<file path="config.mk">
export PLATFORM = sky130hd
export DESIGN_NAME = cfgdma_engine
export DESIGN_NICKNAME = d
export VERILOG_FILES = /design/src/rtl/cfgdma_pkg.sv /design/src/rtl/cfgdma_doorbell.sv /design/src/rtl/cfgdma_items.sv /design/src/rtl/cfgdma_seq.sv /design/src/rtl/cfgdma_engine.sv
export SDC_FILE = /design/constraint.sdc
export NUM_CORES = 1
export LEC_CHECK = 0
export CORE_MARGIN = 4
export CORE_UTILIZATION = 42
export DETAILED_ROUTE_END_ITERATION = 8
export PLACE_DENSITY_LB_ADDON = 0.2
export SYNTH_ARGS = -nofsm -noshare
export SYNTH_HDL_FRONTEND = slang
export SYNTH_SLANG_ARGS = --single-unit
export TNS_END_PERCENT = 100
</file>
<file path="constraint.sdc">
create_clock -name clk -period 6.7 [get_ports clk]
set_input_delay 1.005 -clock clk [delete_from_list [all_inputs] [get_ports clk]]
set_output_delay 1.005 -clock clk [all_outputs]
set_load 0.03 [all_outputs]
</file>
<file path="src/rtl/cfgdma_pkg.sv">
package cfgdma_pkg;

   localparam int ADDR_W = 64;
   localparam int SEL_W  = 16;
   localparam int CNT_W  = 32;

   localparam int CTL_ERR_BIT  = 0;
   localparam int CTL_READ_BIT = 1;
   localparam int CTL_SKIP_BIT = 2;
   localparam int CTL_SEL_BIT  = 3;

   typedef enum logic [2:0] {
      ST_IDLE,
      ST_FETCH,
      ST_DECODE,
      ST_PLAN,
      ST_XFER,
      ST_STATUS
   } seq_state_t;

   function automatic logic [7:0] item_byte(input logic [SEL_W-1:0] sel,
                                            input logic [CNT_W-1:0] off);
      logic [7:0] prod;
      prod = sel[7:0] * 8'd37;
      return prod + off[7:0] + 8'd1;
   endfunction

endpackage

</file>
<file path="src/rtl/cfgdma_doorbell.sv">
module cfgdma_doorbell
   import cfgdma_pkg::*;
(
   input  logic              clk,
   input  logic              rst_n,
   input  logic              wr,
   input  logic [2:0]        off,
   input  logic [3:0]        size,
   input  logic [63:0]       wdata,
   input  logic              busy,
   output logic              start,
   output logic [ADDR_W-1:0] start_addr
);

   logic [ADDR_W-1:0] bell_q;
   logic              hi_load;
   logic              lo_go;
   logic              full_go;

   assign hi_load = wr && !busy && (size == 4'd4) && (off == 3'd0);
   assign lo_go   = wr && !busy && (size == 4'd4) && (off == 3'd4);
   assign full_go = wr && !busy && (size == 4'd8) && (off == 3'd0);
   assign start   = lo_go || full_go;

   always_comb begin
      if (full_go) start_addr = wdata;
      else         start_addr = bell_q | {32'd0, wdata[31:0]};
   end

   always_ff @(posedge clk or negedge rst_n) begin
      if (!rst_n)       bell_q <= '0;
      else if (start)   bell_q <= '0;
      else if (hi_load) bell_q <= {wdata[31:0], 32'd0};
   end

endmodule

</file>
<file path="src/rtl/cfgdma_items.sv">
module cfgdma_items
   import cfgdma_pkg::*;
#(
   parameter int                      NUM_ITEMS = 4,
   parameter logic [16*NUM_ITEMS-1:0] ITEM_LENS = '0
)(
   input  logic             clk,
   input  logic             rst_n,
   input  logic             sel_load,
   input  logic [SEL_W-1:0] sel_val,
   input  logic             adv_one,
   input  logic             adv_en,
   input  logic [CNT_W-1:0] adv_amt,
   output logic             has_data,
   output logic [7:0]       cur_byte,
   output logic [CNT_W-1:0] remain
);

   initial begin
      if (NUM_ITEMS < 1 || NUM_ITEMS > 256)
         $error("cfgdma_items: NUM_ITEMS must be within 1..256");
   end

   logic [CNT_W-1:0] len_tab [NUM_ITEMS];

   for (genvar g = 0; g < NUM_ITEMS; g++) begin : g_len
      assign len_tab[g] = {16'd0, ITEM_LENS[16*g +: 16]};
   end

   logic [SEL_W-1:0] sel_q;
   logic [CNT_W-1:0] off_q;
   logic [CNT_W-1:0] cur_len;

   always_comb begin
      cur_len = '0;
      for (int i = 0; i < NUM_ITEMS; i++) begin
         if (sel_q == SEL_W'(i)) cur_len = len_tab[i];
      end
   end

   assign has_data = off_q < cur_len;
   assign remain   = has_data ? (cur_len - off_q) : '0;
   assign cur_byte = item_byte(sel_q, off_q);

   always_ff @(posedge clk or negedge rst_n) begin
      if (!rst_n) begin
         sel_q <= '0;
         off_q <= '0;
      end else if (sel_load) begin
         sel_q <= sel_val;
         off_q <= '0;
      end else if (adv_en) begin
         off_q <= off_q + adv_amt;
      end else if (adv_one && has_data) begin
         off_q <= off_q + 1'b1;
      end
   end

endmodule

</file>
<file path="src/rtl/cfgdma_seq.sv">
module cfgdma_seq
   import cfgdma_pkg::*;
(
   input  logic              clk,
   input  logic              rst_n,
   input  logic              start,
   input  logic [ADDR_W-1:0] start_addr,
   output logic              busy,
   output logic              mem_req,
   output logic              mem_we,
   output logic [ADDR_W-1:0] mem_addr,
   output logic [7:0]        mem_wdata,
   input  logic [7:0]        mem_rdata,
   input  logic              mem_ack,
   input  logic              mem_err,
   output logic              sel_load,
   output logic [SEL_W-1:0]  sel_val,
   output logic              adv_one,
   output logic              adv_en,
   output logic [CNT_W-1:0]  adv_amt,
   input  logic              has_data,
   input  logic [7:0]        cur_byte,
   input  logic [CNT_W-1:0]  remain
);

   localparam int DESC_BYTES = 16;
   localparam int DESC_BITS  = DESC_BYTES * 8;
   localparam int STAT_BYTES = 4;

   seq_state_t           state_q;
   logic [ADDR_W-1:0]    desc_q;
   logic [DESC_BITS-1:0] shift_q;
   logic [3:0]           cnt_q;
   logic [CNT_W-1:0]     len_q;
   logic [ADDR_W-1:0]    tgt_q;
   logic                 fail_q;
   logic                 rd_mode_q;
   logic                 sk_mode_q;

   logic [31:0]          ctl_w;
   logic [CNT_W-1:0]     skip_amt;

   assign ctl_w    = shift_q[DESC_BITS-1 -: 32];
   assign skip_amt = (len_q < remain) ? len_q : remain;

   assign busy    = state_q != ST_IDLE;
   assign mem_req = (state_q == ST_FETCH) || (state_q == ST_XFER) ||
                    (state_q == ST_STATUS);
   assign mem_we  = (state_q == ST_XFER) || (state_q == ST_STATUS);

   always_comb begin
      mem_addr  = desc_q + {60'd0, cnt_q};
      mem_wdata = 8'd0;
      if (state_q == ST_XFER) begin
         mem_addr  = tgt_q;
         mem_wdata = has_data ? cur_byte : 8'd0;
      end else if (state_q == ST_STATUS && cnt_q == 4'(STAT_BYTES - 1)) begin
         mem_wdata = {7'd0, fail_q};
      end
   end

   assign sel_load = (state_q == ST_DECODE) && ctl_w[CTL_SEL_BIT];
   assign sel_val  = ctl_w[31:16];
   assign adv_one  = (state_q == ST_XFER) && mem_ack && !mem_err;
   assign adv_en   = (state_q == ST_PLAN) && !rd_mode_q && sk_mode_q;
   assign adv_amt  = skip_amt;

   always_ff @(posedge clk or negedge rst_n) begin
      if (!rst_n) begin
         state_q   <= ST_IDLE;
         desc_q    <= '0;
         shift_q   <= '0;
         cnt_q     <= '0;
         len_q     <= '0;
         tgt_q     <= '0;
         fail_q    <= 1'b0;
         rd_mode_q <= 1'b0;
         sk_mode_q <= 1'b0;
      end else begin
         case (state_q)
            ST_IDLE: begin
               if (start) begin
                  desc_q  <= start_addr;
                  cnt_q   <= '0;
                  fail_q  <= 1'b0;
                  state_q <= ST_FETCH;
               end
            end
            ST_FETCH: begin
               if (mem_ack) begin
                  if (mem_err) begin
                     fail_q  <= 1'b1;
                     cnt_q   <= '0;
                     state_q <= ST_STATUS;
                  end else begin
                     shift_q <= {shift_q[DESC_BITS-9:0], mem_rdata};
                     cnt_q   <= cnt_q + 1'b1;
                     if (cnt_q == 4'(DESC_BYTES - 1)) state_q <= ST_DECODE;
                  end
               end
            end
            ST_DECODE: begin
               len_q     <= shift_q[95:64];
               tgt_q     <= shift_q[63:0];
               rd_mode_q <= ctl_w[CTL_READ_BIT];
               sk_mode_q <= ctl_w[CTL_SKIP_BIT];
               state_q   <= ST_PLAN;
            end
            ST_PLAN: begin
               cnt_q <= '0;
               if (rd_mode_q && len_q != '0) state_q <= ST_XFER;
               else                          state_q <= ST_STATUS;
            end
            ST_XFER: begin
               if (mem_ack) begin
                  if (mem_err) begin
                     fail_q  <= 1'b1;
                     state_q <= ST_STATUS;
                  end else begin
                     tgt_q <= tgt_q + 1'b1;
                     len_q <= len_q - 1'b1;
                     if (len_q == CNT_W'(1)) state_q <= ST_STATUS;
                  end
               end
            end
            ST_STATUS: begin
               if (mem_ack) begin
                  cnt_q <= cnt_q + 1'b1;
                  if (cnt_q == 4'(STAT_BYTES - 1)) state_q <= ST_IDLE;
               end
            end
            default: state_q <= ST_IDLE;
         endcase
      end
   end

endmodule

</file>
<file path="src/rtl/cfgdma_engine.sv">
module cfgdma_engine
   import cfgdma_pkg::*;
#(
   parameter int                      NUM_ITEMS = 4,
   parameter logic [16*NUM_ITEMS-1:0] ITEM_LENS = 64'h0003_000C_0005_0000
)(
   input  logic        clk,
   input  logic        rst_n,
   input  logic        db_wr,
   input  logic [2:0]  db_off,
   input  logic [3:0]  db_size,
   input  logic [63:0] db_wdata,
   output logic        busy,
   output logic        mem_req,
   output logic        mem_we,
   output logic [63:0] mem_addr,
   output logic [7:0]  mem_wdata,
   input  logic [7:0]  mem_rdata,
   input  logic        mem_ack,
   input  logic        mem_err
);

   logic              start;
   logic [ADDR_W-1:0] start_addr;
   logic              sel_load;
   logic [SEL_W-1:0]  sel_val;
   logic              adv_one;
   logic              adv_en;
   logic [CNT_W-1:0]  adv_amt;
   logic              has_data;
   logic [7:0]        cur_byte;
   logic [CNT_W-1:0]  remain;

   cfgdma_doorbell u_bell (
      .clk(clk), .rst_n(rst_n), .wr(db_wr), .off(db_off), .size(db_size),
      .wdata(db_wdata), .busy(busy), .start(start), .start_addr(start_addr)
   );

   cfgdma_items #(.NUM_ITEMS(NUM_ITEMS), .ITEM_LENS(ITEM_LENS)) u_items (
      .clk(clk), .rst_n(rst_n), .sel_load(sel_load), .sel_val(sel_val),
      .adv_one(adv_one), .adv_en(adv_en), .adv_amt(adv_amt),
      .has_data(has_data), .cur_byte(cur_byte), .remain(remain)
   );

   cfgdma_seq u_seq (
      .clk(clk), .rst_n(rst_n), .start(start), .start_addr(start_addr),
      .busy(busy), .mem_req(mem_req), .mem_we(mem_we), .mem_addr(mem_addr),
      .mem_wdata(mem_wdata), .mem_rdata(mem_rdata), .mem_ack(mem_ack),
      .mem_err(mem_err), .sel_load(sel_load), .sel_val(sel_val),
      .adv_one(adv_one), .adv_en(adv_en), .adv_amt(adv_amt),
      .has_data(has_data), .cur_byte(cur_byte), .remain(remain)
   );

endmodule

</file>
==> impl_metrics.py, run 1 <==
metrics = {
    "outcome": {
        "outcome": "finished clean",
    },
    "pwr": {
        "comb_power_share_pct": 34.2,
        "cellPowerDensity_nw_per_um2": 322,
        "switching_share_pct": 39.8,
        "internal_power_w": 0.00514,
        "clkPwrFrac_pct": 28.1,
        "p_leak_nw": 11.8,
        "vdd_drop_max_uv": 267,
        "p_sw_w": 0.00339,
        "p_seq_share_pct": 37.7,
    },
    "synth": {
        "ys_ff_latch": 378,
        "synth_area_leader_cell": "dfrtp_1",
        "synthFlopType": "dfrtp_1",
        "synth_seq_area_share_pct": 42.3,
        "syn_avg_cell_area_sq_um": 8.94,
        "synth_edf_count": 0,
        "synthCells": 2499,
        "ys_warn_count": 0,
        "synth_common_cells": "dfrtp_1 (378), nand2_1 (375), a21oi_1 (248), o21ai_0 (199), nor2_1 (156)",
        "ys_top_cells_by_area": "dfrtp_1 (42%), mux2_2 (7.4%), nand2_1 (6.3%)",
        "yosys.cell_types.count": 72,
        "yosysMostFrequentCell": "dfrtp_1",
        "yosys.area.top_type_share_pct": 42.3,
        "syn_area_sq_um": 22300,
        "synthArstFlopShare_pct": 100,
    },
    "worst_setup_path": {
        "max_stage_delay_ns": 0.40,
        "end_kind": "flip-flop",
        "cp_slowest_cell": "dfrtp_1",
        "crit_buf_inv": 5,
        "crit_family": "simple AND/OR/NAND/NOR gates",
        "arrival_ns": 6.91,
        "path_max_fanout": 7,
        "crit_path_start_kind": "flip-flop",
        "criticalPathCategory": "reg -> reg",
        "crit_required_ns": 7.13,
    },
    "job": {
        "maxCapViolCount": 0,
    },
    "clocking": {
        "clk_pin_slew_ns": 0.06,
        "cts_made_buffers": 43,
        "htree_levels": 2,
        "clkLatencyLatePin_ns": 0.58,
        "tritoncts": "built",
        "holdBufCountCts": 0,
        "cts_buffer_depth": 3,
        "cts_sinks": 378,
        "cts_root_buf": "clkbuf_16",
    },
    "placed_design": {
        "post-dp-hpwl_um": 47600,
        "place_area_sq_um": 24700,
        "io_buffers": 158,
        "gp_congestion": 0.945,
    },
    "detailed_routing": {
        "via_count": 19100,
        "first_iter_violations": 1268,
        "drc": 0,
        "antenna_left": 0,
        "drtPass1Iterations": 5,
        "post_drt_wl_per_cell_um": 19.5,
        "met2WireLength_um": 31200,
        "m1WireLength_um": 29100,
        "wl_met3_um": 3190,
        "via_per_inst": 5.69,
        "highest-signal-layer": "met4",
        "wirelength_um": 65600,
    },
    "timing": {
        "fmaxAchievable_mhz": 154,
        "finalSetupViolations": 0,
        "rsz0062_at_grt": "yes",
        "worst_pin_slew_ns": 1.25,
        "slew_viol_final": 0,
        "slew_headroom_pct": 16.1,
        "min_period_ns": 6.47,
        "fin_crit_sh_pct": 96.6,
        "finalHoldViolCount": 0,
        "hold_slack_ns": 0.453,
        "finalClockSkew_ns": 0.0179,
    },
    "die": {
        "fp.dieW_um": 239,
        "dieArea_sq_um": 56900,
        "core_sq_um": 52700,
        "initial_core_util_pct": 42.4,
        "rows": 84,
        "die_h_um": 239,
        "io_pins": 159,
    },
    "global_routing": {
        "grt_max_degree": 168,
        "grtUsageTotal_pct": 22.4,
        "grt_pass1_wl_um": 104000,
        "grt-ovfl-total": 0,
        "grt_pass1_vias": 18600,
        "grt_antenna_before_repair": 0,
    },
    "layout": {
        "n_antenna_cell": 0,
        "fillers": 4947,
        "drive_gt1_share_pct": 12.9,
        "multi_input_area_sq_um": 12400,
        "regArea_sq_um": 9460,
        "area_growth_pct": 18.7,
        "final_area_sq_um": 26500,
        "final_nets": 2828,
    },
    "min_path": {
        "hold_class": "in -> async",
    },
}
==> per-layer routing <==
| metal | vias up | track usage, % |
|---|---|---|
| li1 | 9150 | - |
| met1 | 9284 | 30.7 |
| met2 | 566 | 36.6 |
| met3 | 116 | 3.37 |
| met4 | 0 | 7.42 |
| met5 | - | 0 |
==> sequential cells by signal (all words and copies together) (netlist names), 4 cells and up <==
register       count
u_bell.bell_q     32
u_items.off_q     32
u_items.sel_q     16
u_seq.cnt_q        4
u_seq.desc_q      64
u_seq.len_q       32
u_seq.shift_q    128
u_seq.tgt_q       64
==> per-stage QoR <==
step	utilization [%]	cells	setup WS (ns)	power (W)	TNS (ns)
finish	50.4	3358	0.227	0.00853	0
global route	50.4	3358	-0.0687	0.00900	-0.309
CTS	49.6	3339	0.0142	0.00852	0
detailed placement	46.9	3263	-0.0941	0.00609	-0.208
global placement	46.9	3263	0.0895	0.00606	0
floorplan	-	2512	0.0147	0.00497	0
==> timing repair <==
action / 4_1_cts / 5_1_grt
setup endpoints to repair: 6 / 17
setup buffers: 0 / 18
pin swaps: 3 / 44
cloned: 0 / 1
resized for setup: 3 / 50
==> placed cells by master (no fill, tap or decap), types with 12 or more instances in the layout <==
| cell | netlist | final |
|---|---|---|
| xor2_1 | 46 | 46 |
| nor2b_1 | 18 | 18 |
| o21ai_0 | 199 | 195 |
| mux2_2 | 146 | 146 |
| a21o_1 | 24 | 24 |
| inv_1 | 64 | 64 |
| a22oi_1 | 16 | 14 |
| nor3_1 | 33 | 32 |
| nand2b_1 | 14 | 12 |
| xnor2_1 | 56 | 56 |
| o22ai_1 | 37 | 37 |
| dfrtp_1 | 378 | 378 |
| a21oi_1 | 248 | 241 |
| clkdlybuf4s50_1 | 0 | 157 |
| clkbuf_16 | 0 | 43 |
| conb_1 | 1 | 14 |
| o21ai_1 | 48 | 52 |
| buf_4 | 0 | 52 |
| nor2_1 | 156 | 150 |
| ha_1 | 96 | 91 |
| and4_1 | 14 | 14 |
| nand3_1 | 109 | 109 |
| nand2_1 | 375 | 374 |
| nor4_1 | 19 | 17 |
| mux2i_1 | 32 | 32 |
| and3_1 | 44 | 44 |
| nand4_1 | 39 | 39 |
==> path summary, 6_finish.rpt <==
kind / cells after the start / startpoint / slack, ns / endpoint
worst max-delay path: 32 / u_items.sel_q[15] / 0.23 / u_items.off_q[31]
min in group clk: 2 / u_seq.desc_q[3] / 0.50 / u_seq.desc_q[3]
worst min-delay path: 1 / rst_n / 0.45 / u_items.sel_q[2]
worst min register to register: 2 / u_seq.desc_q[3] / 0.50 / u_seq.desc_q[3]
worst max register to register: 32 / u_items.sel_q[15] / 0.23 / u_items.off_q[31]
max in group asynchronous: 2 / rst_n / 4.71 / u_items.sel_q[6]
==> cell type report <==
type                            instances  share of cell area, %
Clock inverter                         17                  0.859
Clock buffer                           59                   4.55
Multi-Input combinational cell       1934                   46.9
Inverter                               64                  0.906
Sequential cell                       378                   35.7
Tap cell                              688                   3.25
Timing Repair Buffer                  218                   7.91
==> cell families (layout without fill, tap and decap cells) <==
family          count (synthesis)  count (layout)  share of synthesized area, %
simple gates                  872             872                          18.3
compound gates                663             663                          16.8
flops                         378             378                          42.3
buf+inv                       200             358                          3.64
mux                           178             178                          8.79
fa+ha+maj                     105             105                          6.18
xor+xnor                      102             102                          4.00
other cells                     1              14                        0.0168
==> power by group through the flow <==
stage / sequential, W / combinational, W / clock, W
floorplan: 0.00297 / 0.00200 / 0
global placement: 0.00323 / 0.00282 / 0
detailed placement: 0.00324 / 0.00285 / 0
CTS: 0.00321 / 0.00287 / 0.00245
global route: 0.00327 / 0.00319 / 0.00254
finish: 0.00322 / 0.00291 / 0.00240
Note: power is estimated with default switching activity, not from simulation.
==> run 2, diff against run 1 <==
Clock period 6.7 ns to 6.84 ns, I/O delays scaled along.
==> run 2 against run 1 <==
Flip-flop and latch count stayed put; clock power is 3% higher; wire length is 0.49% higher; sequential power is 2% lower; clock skew hardly changed; cell area is 0.18% lower.
==> impl_metrics.py, run 2 (synthesized netlist as in run 1, its figures left out) <==
metrics = {
    "layout": {
        "largest_register": "u_seq.shift_q",
        "fillers": 4955,
        "final_nets": 2817,
        "multi_input_area_sq_um": 12400,
        "layout_commonest_cell": "dfrtp_1",
        "largest_reg_flops": 128,
        "n_antenna_cell": 0,
        "fin_util_pct": 50.3,
        "regArea_sq_um": 9460,
        "final_cell_mix": "dfrtp_1 (378), nand2_1 (374), a21oi_1 (246)",
        "final_area_sq_um": 26500,
        "drive_gt1_share_pct": 12.4,
        "area_growth_pct": 18.5,
        "reg_top3": "u_seq.shift_q x128, u_seq.desc_q x64, u_seq.tgt_q x64",
    },
    "worst_setup_path": {
        "crit_path_start_kind": "flip-flop",
        "arrival_ns": 6.82,
        "criticalPathCategory": "reg -> reg",
        "r2r_cells": 30,
        "crit_required_ns": 7.28,
        "path_max_fanout": 5,
        "crit_top_cell": "o211ai_1",
        "max_stage_delay_ns": 0.48,
        "end_kind": "flip-flop",
        "cp_slowest_cell": "o41ai_1",
    },
    "die": {
        "fp.dieW_um": 239,
        "rows": 84,
        "die_h_um": 239,
        "io_pins": 159,
        "initial_core_util_pct": 42.4,
        "dieArea_sq_um": 56900,
        "core_sq_um": 52700,
    },
    "clocking": {
        "cts_sinks": 378,
        "holdBufCountCts": 0,
        "clkLatencyLatePin_ns": 0.59,
        "clk_pin_slew_ns": 0.06,
        "tritoncts": "built",
        "cts_root_buf": "clkbuf_16",
        "cts_made_buffers": 44,
        "htree_levels": 2,
        "cts_buffer_depth": 3,
    },
    "timing": {
        "fin_crit_sh_pct": 93.3,
        "finalHoldViolCount": 0,
        "finalSetupViolations": 0,
        "slew_viol_final": 0,
        "tns_ns": 0,
        "fmaxAchievable_mhz": 157,
        "finalClockSkew_ns": 0.0182,
        "min_period_ns": 6.38,
        "slew_headroom_pct": 13.6,
        "worst_pin_slew_ns": 1.29,
    },
    "global_routing": {
        "grtUsageTotal_pct": 22.8,
        "grt_max_degree": 151,
        "grt_pass1_wl_um": 106000,
        "grt-ovfl-total": 0,
        "grt_pass1_vias": 19000,
        "grt_antenna_before_repair": 0,
    },
    "placed_design": {
        "gp_congestion": 0.907,
        "io_buffers": 158,
        "place_area_sq_um": 24700,
        "post-dp-hpwl_um": 47300,
    },
    "detailed_routing": {
        "wirelength_um": 66000,
        "drtPass1Iterations": 5,
        "drc": 0,
        "via_per_inst": 5.73,
        "via_count": 19200,
        "antenna_left": 0,
        "post_drt_wl_per_cell_um": 19.7,
        "first_iter_violations": 1593,
    },
    "outcome": {
        "outcome": "finished clean",
    },
    "pwr": {
        "p_leak_nw": 11.8,
        "vdd_drop_max_uv": 189,
        "cellPowerDensity_nw_per_um2": 321,
    },
    "min_path": {
        "hold_class": "reg -> reg",
        "holdPathStages": 2,
    },
    "job": {
        "maxCapViolCount": 0,
    },
}
run 2: cell types whose count changed in the layout (fill, tap and decap cells not counted), moves of 3 or more:
cell	delta
a21oi_2	-5
buf_6	-3
ha_4	-4
a21oi_1	+5
buf_4	-10
clkinvlp_4	+3
clkbuf_1	-5
run 2: critical path: cells and delay by family (launching register included):
| kind | cells | cell delay [ns] |
|---|---|---|
| compound gates | 16 | 3.09 |
| simple gates | 7 | 1.22 |
| fa+ha+maj | 4 | 1.14 |
| flops | 1 | 0.39 |
| buf+inv | 2 | 0.25 |
| xor+xnor | 1 | 0.14 |
run 2: per-stage QoR:
step / power (W) / instances / setup slack, ns / hold slack (ns)
2_1_floorplan: 0.00487 / 2512 / 0.0767 / 0.450
3_3_place_gp: 0.00594 / 3265 / 0.119 / 0.476
3_5_place_dp: 0.00598 / 3265 / -0.104 / 0.481
4_1_cts: 0.00851 / 3343 / 0.0196 / 0.497
5_1_grt: 0.00898 / 3348 / -0.0454 / 0.509
6_report: 0.00851 / 3348 / 0.458 / 0.491
run 2: where the power goes:
| group | switching [W] | total (W) | internal [W] |
|---|---|---|---|
| Combinational | 0.00180 | 0.00288 | 0.00108 |
| Sequential | 0.000557 | 0.00315 | 0.00259 |
| Clock | 0.00102 | 0.00248 | 0.00146 |
| Total | 0.00338 | 0.00851 | 0.00513 |
run 2: path summary, 6_finish.rpt:
| kind | from | to | slack, ns |
|---|---|---|---|
| worst min-delay path | u_seq.desc_q[3] | u_seq.desc_q[3] | 0.49 |
| worst min register to register | u_seq.desc_q[3] | u_seq.desc_q[3] | 0.49 |
| worst max-delay path | u_items.sel_q[14] | u_items.off_q[30] | 0.46 |
| min in group asynchronous | rst_n | u_seq.shift_q[117] | 0.50 |
| max in group asynchronous | rst_n | u_seq.desc_q[62] | 4.97 |
| worst max register to register | u_items.sel_q[14] | u_items.off_q[30] | 0.46 |
run 2: what timing repair did:
action / in CTS / in global routing
gates resized for setup: 5 / 36
buffers inserted: 0 / 4
pin swaps: 0 / 12
gates cloned: 0 / 1
setup endpoints to repair: 4 / 19
run 2: cell type report:
type	instances	area share, %
Inverter	64	0.908
Tap cell	688	3.25
Sequential cell	378	35.7
Clock buffer	55	4.58
Multi-Input combinational cell	1934	46.7
Clock inverter	23	1.17
Timing Repair Buffer	206	7.62
run 2: layer usage:
layer | vias up | GRT usage [%] | routed length [um]
met5 | - | 0 | 0
li1 | 9153 | - | -
met1 | 9340 | 31.2 | 29000
met3 | 126 | 3.88 | 3460
met4 | 0 | 7.26 | 2150
met2 | 557 | 37.1 | 31300
